**config.mk**
```make
export PLATFORM = sky130hd
export DESIGN_NAME = exc_entry_seq
export DESIGN_NICKNAME = d
export VERILOG_FILES = /design/src/rtl/exc_entry_seq.sv
export SDC_FILE = /design/constraint.sdc
export NUM_CORES = 1
export LEC_CHECK = 0
export ABC_AREA = 1
export CAP_MARGIN = 20
export CORE_MARGIN = 2
export CORE_UTILIZATION = 44
export CTS_BUF_LIST = sky130_fd_sc_hd__clkbuf_8 sky130_fd_sc_hd__clkbuf_16
export DETAILED_ROUTE_END_ITERATION = 10
export PLACE_DENSITY_LB_ADDON = 0.2
export SLEW_MARGIN = 15
export SYNTH_ARGS = -nofsm -noshare
export SYNTH_HDL_FRONTEND = slang
export SYNTH_SLANG_ARGS = --single-unit
```
**constraint.sdc**
```tcl
create_clock -name clk -period 2.2 [get_ports clk]
set_input_delay 0.33 -clock clk [delete_from_list [all_inputs] [get_ports clk]]
set_output_delay 0.33 -clock clk [all_outputs]
set_load 0.05 [all_outputs]
```
**src/rtl/exc_entry_seq.sv**
```systemverilog
module exc_entry_seq #(
  parameter int          XLEN      = 32,
  parameter int          CODE_W    = 12,
  parameter int          LVL_W     = 4,
  parameter int          IMASK_LSB = 4,
  parameter int          BL_BIT    = 28,
  parameter int          RB_BIT    = 29,
  parameter int          MD_BIT    = 30,
  parameter logic [31:0] VEC_OFS   = 32'h0000_0600,
  parameter logic [31:0] SR_RST    = 32'h7000_00F0
) (
  input  logic              clk,
  input  logic              rst_n,
  input  logic              irq_req_i,
  input  logic [LVL_W-1:0]  irq_level_i,
  input  logic [CODE_W-1:0] irq_code_i,
  input  logic              insn_bnd_i,
  input  logic [XLEN-1:0]   pc_i,
  input  logic [XLEN-1:0]   vbr_i,
  input  logic              rte_i,
  input  logic              sr_ld_i,
  input  logic [XLEN-1:0]   sr_ld_val_i,
  output logic [XLEN-1:0]   sr_o,
  output logic [XLEN-1:0]   ssr_o,
  output logic [XLEN-1:0]   spc_o,
  output logic [CODE_W-1:0] evt_o,
  output logic              taken_o,
  output logic              ret_o,
  output logic [XLEN-1:0]   redirect_pc_o
);

  localparam logic [XLEN-1:0] ENTRY_SET =
    (XLEN'(1) << BL_BIT) | (XLEN'(1) << RB_BIT) | (XLEN'(1) << MD_BIT);

  logic [LVL_W-1:0] imask;
  logic             blocked;
  logic             accept;

  assign imask   = sr_o[IMASK_LSB +: LVL_W];
  assign blocked = sr_o[BL_BIT];
  assign accept  = insn_bnd_i && irq_req_i && !blocked && (irq_level_i > imask)
                   && !rte_i && !sr_ld_i;

  always_ff @(posedge clk or negedge rst_n) begin
    if (!rst_n) begin
      sr_o          <= SR_RST[XLEN-1:0];
      ssr_o         <= '0;
      spc_o         <= '0;
      evt_o         <= '0;
      taken_o       <= 1'b0;
      ret_o         <= 1'b0;
      redirect_pc_o <= '0;
    end else begin
      taken_o <= accept;
      ret_o   <= rte_i;
      if (rte_i) begin
        sr_o          <= ssr_o;
        redirect_pc_o <= spc_o;
      end else if (sr_ld_i) begin
        sr_o <= sr_ld_val_i;
      end else if (accept) begin
        evt_o         <= irq_code_i;
        ssr_o         <= sr_o;
        spc_o         <= pc_i;
        sr_o          <= sr_o | ENTRY_SET;
        redirect_pc_o <= vbr_i + XLEN'(VEC_OFS);
      end
    end
  end

  assert_bnd_only_R1: assert property (@(posedge clk) disable iff (!rst_n)
    !insn_bnd_i |=> !taken_o);

  assert_level_gate_R1: assert property (@(posedge clk) disable iff (!rst_n)
    (irq_level_i <= sr_o[IMASK_LSB +: LVL_W]) |=> !taken_o);

  assert_vector_R2: assert property (@(posedge clk) disable iff (!rst_n)
    taken_o |-> redirect_pc_o == $past(vbr_i) + XLEN'(VEC_OFS));

  assert_shadow_R3: assert property (@(posedge clk) disable iff (!rst_n)
    taken_o |-> (ssr_o == $past(sr_o)) && (spc_o == $past(pc_i)));

  assert_bits_R4: assert property (@(posedge clk) disable iff (!rst_n)
    taken_o |-> sr_o[BL_BIT] && sr_o[RB_BIT] && sr_o[MD_BIT] &&
                (sr_o[IMASK_LSB +: LVL_W] == $past(sr_o[IMASK_LSB +: LVL_W])));

  assert_block_R5: assert property (@(posedge clk) disable iff (!rst_n)
    sr_o[BL_BIT] |=> !taken_o);

  assert_return_R6: assert property (@(posedge clk) disable iff (!rst_n)
    rte_i |=> ret_o && (sr_o == $past(ssr_o)) && (redirect_pc_o == $past(spc_o))
              && $stable(ssr_o) && $stable(spc_o) && $stable(evt_o));

  assert_excl_R7: assert property (@(posedge clk) disable iff (!rst_n)
    !(taken_o && ret_o));

  assert_load_R8: assert property (@(posedge clk) disable iff (!rst_n)
    (sr_ld_i && !rte_i) |=> (sr_o == $past(sr_ld_val_i)) && !taken_o);

endmodule

```
==> key figures, run 1 <==
Run status
  – Outcome: finished, final reports clean

Place
  – Placed cell count: 1238
  – HPWL Detailed: 13800 um
  – IO buf count: 259
  – GP Congestion: 0.845
  – DP Area: 0.00927 mm^2

Global routing
  – First-pass GRT wire length: 31100 um
  – Grt total ovfl: 0
  – Initial antenna violation count: 0
  – Largest net degree at the start of global routing: 64
  – GRT Util Overall: 25.0%
  – Vias in the first global route: 5912

Die
  – Core Area: 0.0144 mm^2
  – DIE AREA: 0.0157 mm^2
  – Number of core rows: 44
  – Boundary Pins: 260
  – Die height: 125 um
  – Initial Util: 44.8%
  – Die Wd: 125 um

Layout
  – Post-Layout Cell Count: 1271
  – Share of layout cells above drive strength 1: 5.70%
  – Final #Nets: 1198
  – Fin util: 68.7%
  – Area growth from synthesis to layout: 53.3%
  – Fill cell count: 1196
  – Antenna diodes: 0
  – Finished Cell Area: 0.00991 mm^2

Setup path
  – Reg-to-reg startpoint: sr_o[7]$_DFFE_PN1P_
  – Worst Setup End Kind: output port
  – Worst path required time: 1.87 ns
  – Top delay family on crit path: buffers and inverters
  – Crit. Startpoint: sr_o[4]$_DFFE_PN1P_
  – Critical path class: register to output port
  – Register-to-Register Setup Slack: 0.18 ns
  – Critical path launch point type: register
  – Crit path capture: sr_o[4]
  – Max incr delay on CP: 0.81 ns
  – Crit path cell chain: clkdlybuf4s50_1
  – R2R Path End: ssr_o[19]$_DFFE_PN0P_
  – Crit. path cell count: 1
  – CP max-delay cell: clkdlybuf4s50_1
  – Max FO, Critical Path: 4
  – Worst Path Buf+Inv: 1
  – Reg2reg path depth: 10
  – WP data arrival: 1.80 ns

CTS
  – CTS tree: done
  – Insertion delay to the later sink of the worst-skew pair: 0.42 ns
  – Root Buffer: clkbuf_16
  – Reg clk slew, reported paths: 0.06 ns
  – Maximum clock path buffer count: 2
  – CTS sink cnt: 142
  – H-tree level count: 4
  – Num CTS Buffers: 17

Logic synthesis
  – Post-synth EDFFs: 0
  – Main area contributors after synthesis: dfrtp_1, nand2_1, nand3_1
  – Most frequent cells after synthesis: nand2_1, dfrtp_1, nand3_1
  – Mapped Cells: 815
  – Primary FF master, synth: dfrtp_1
  – Yosys warns: 0
  – Synthesized flop and latch total: 142
  – Mapped cell area: 0.00646 mm^2
  – Count leader, synth: nand2_1
  – Syn Nets: 938
  – Synth cell types: 28
  – Yosys top cell area share: 52.3%
  – Syn Area/Cell: 7.93 um^2
  – Sequential-to-total area share from yosys stat: 55.1%
  – Dominant cell type by area after synthesis: dfrtp_1
  – Synth async-reset ratio: 100%

STA
  – Final setup fails: 0
  – Fmax: 469 MHz
  – Clock skew: 0.0100 ns
  – Worst Tran Pin Value: 0.607 ns
  – Min Tclk post-route: 2.13 ns
  – Final period util: 96.9%
  – Max_slew headroom: 59.6%
  – Fin. Hold Viols: 0
  – RSZ-0062 raised after global routing: false
  – WHS: 0.278 ns
  – Sum of negative setup slack: 0 ns
  – Final Max Tran Viols: 0

Pwr
  – Power Dens Cells: 1150 mW/mm^2
  – Pleak: 4.77 nW
  – VDD IR max: 0.764 mV

Detailed routing
  – Wire per inst: 15.3 um
  – DR vias: 6221
  – Detail-routed via count per cell: 4.89
  – Initial drt markers: 435
  – Final WL: 19400 um
  – DR DRC count: 0
  – Post-DRT Antenna Nets: 0
  – DR pass1 iterations: 5

Job
  – MaxCap Viol Count: 0

Min path
  – HP Class: input port to register
## metal layers
layer	wire, um	global-route usage, %	vias to the layer above	part of all wire (%)
met5	0	0	-	0
met4	341	8.04	0	1.8
met3	1720	7.83	24	8.8
met2	9220	41.5	244	47
met1	8170	31.4	2895	42
li1	-	-	3058	-
## state kept, by name, summed over array words and instances, names as in the netlist
| signal | count |
|---|---|
| evt_o | 12 |
| redirect_pc_o | 32 |
| ret_o | 1 |
| spc_o | 32 |
| taken_o | 1 |
| sr_o | 32 |
| ssr_o | 32 |
## stage by stage
stage          setup slack, ns  power, mW
6_report                0.0682       11.4
5_1_grt                 0.0266       11.9
4_1_cts                 0.0538       11.5
3_5_place_dp           -0.0214       8.49
3_3_place_gp            0.0778       8.44
2_1_floorplan            0.233       6.61
## layout make-up
cell class | instances | area (um^2) | area share (%)
Clock inverter | 13 | 164 | 1.65
Tap cell | 184 | 230 | 2.32
Timing Repair Buffer | 278 | 2800 | 28.2
Multi-Input combinational cell | 583 | 2510 | 25.3
Clock buffer | 18 | 439 | 4.43
Inverter | 53 | 204 | 2.06
Sequential cell | 142 | 3560 | 36.0
## where the power goes
group | internal (mW) | total (mW) | switching [mW]
registers | 3.26 | 3.72 | 0.460
clock network | 1.81 | 2.95 | 1.14
logic | 1.58 | 4.73 | 3.15
total | 6.65 | 11.4 | 4.75
## placed cells by master (no fill, tap or decap), types with 2 or more instances in the layout
| master | instances |
|---|---|
| o211ai_1 | 10 |
| nand2_1 | 410 |
| buf_4 | 13 |
| nand3_1 | 70 |
| dfrtp_1 | 135 |
| o21bai_1 | 2 |
| inv_1 | 52 |
| nand3b_1 | 3 |
| a21oi_1 | 4 |
| clkinv_2 | 2 |
| a22oi_1 | 8 |
| o21ai_0 | 21 |
| inv_6 | 3 |
| clkinvlp_4 | 5 |
| clkbuf_16 | 17 |
| ha_1 | 5 |
| xnor2_1 | 5 |
| dfstp_2 | 7 |
| clkdlybuf4s50_1 | 257 |
| o22a_1 | 2 |
| xor2_1 | 2 |
| nand4_1 | 2 |
| nor2_1 | 34 |
| buf_12 | 5 |
| bufinv_16 | 3 |
## worst reg2reg max path, stage by stage (launching register included)
cell and delay (ns):
dfstp_2 0.54, inv_1 0.06, ha_1 0.30, nand2_1 0.09
inv_1 0.04, nand2_1 0.05, nand2_1 0.08, nand2_4 0.13
buf_4 0.41, nand2_1 0.16, nand2_1 0.11
## how the worst min path moves through the flow
stage	start	endpoint	slack, ns	cells after the start
floorplan	rst_n	evt_o[0]$_DFFE_PN0P_	0.03	0
global placement	rst_n	sr_o[24]$_DFFE_PN0P_	0.37	1
detailed placement	rst_n	sr_o[24]$_DFFE_PN0P_	0.36	1
CTS	rte_i	sr_o[5]$_DFFE_PN1P_	0.26	3
global route	rte_i	sr_o[5]$_DFFE_PN1P_	0.28	3
finish	rte_i	sr_o[5]$_DFFE_PN1P_	0.28	3
## kinds of logic after synthesis
group                    after synthesis  synth area share (%)
AO/OA/AOI/OAI                         49                  4.74
AND/OR/NAND/NOR                      522                  32.1
adder cells (fa/ha/maj)                5                 0.968
XOR/XNOR                               7                 0.949
buffers and inverters                 90                  6.12
flip-flops                           142                  55.1
## timing repair
action                                 4_1_cts  5_1_grt
endpoints found under the hold margin       55        0
resized for setup                            0        1
hold buffers                                 1        0
setup buffers                                0        1
setup endpoints to repair                    0        2
(Power assumes the default switching activity.)
==> run 2, diff against run 1 <==
--- a/config.mk
+++ b/config.mk
@@ -12,7 +12,6 @@
 export CTS_BUF_LIST = sky130_fd_sc_hd__clkbuf_8 sky130_fd_sc_hd__clkbuf_16
 export DETAILED_ROUTE_END_ITERATION = 10
 export PLACE_DENSITY_LB_ADDON = 0.2
-export SLEW_MARGIN = 15
 export SYNTH_ARGS = -nofsm -noshare
 export SYNTH_HDL_FRONTEND = slang
 export SYNTH_SLANG_ARGS = --single-unit
==> results of run 2 <==
Same layout as run 1: the final DEF is identical, and so are final timing and power.
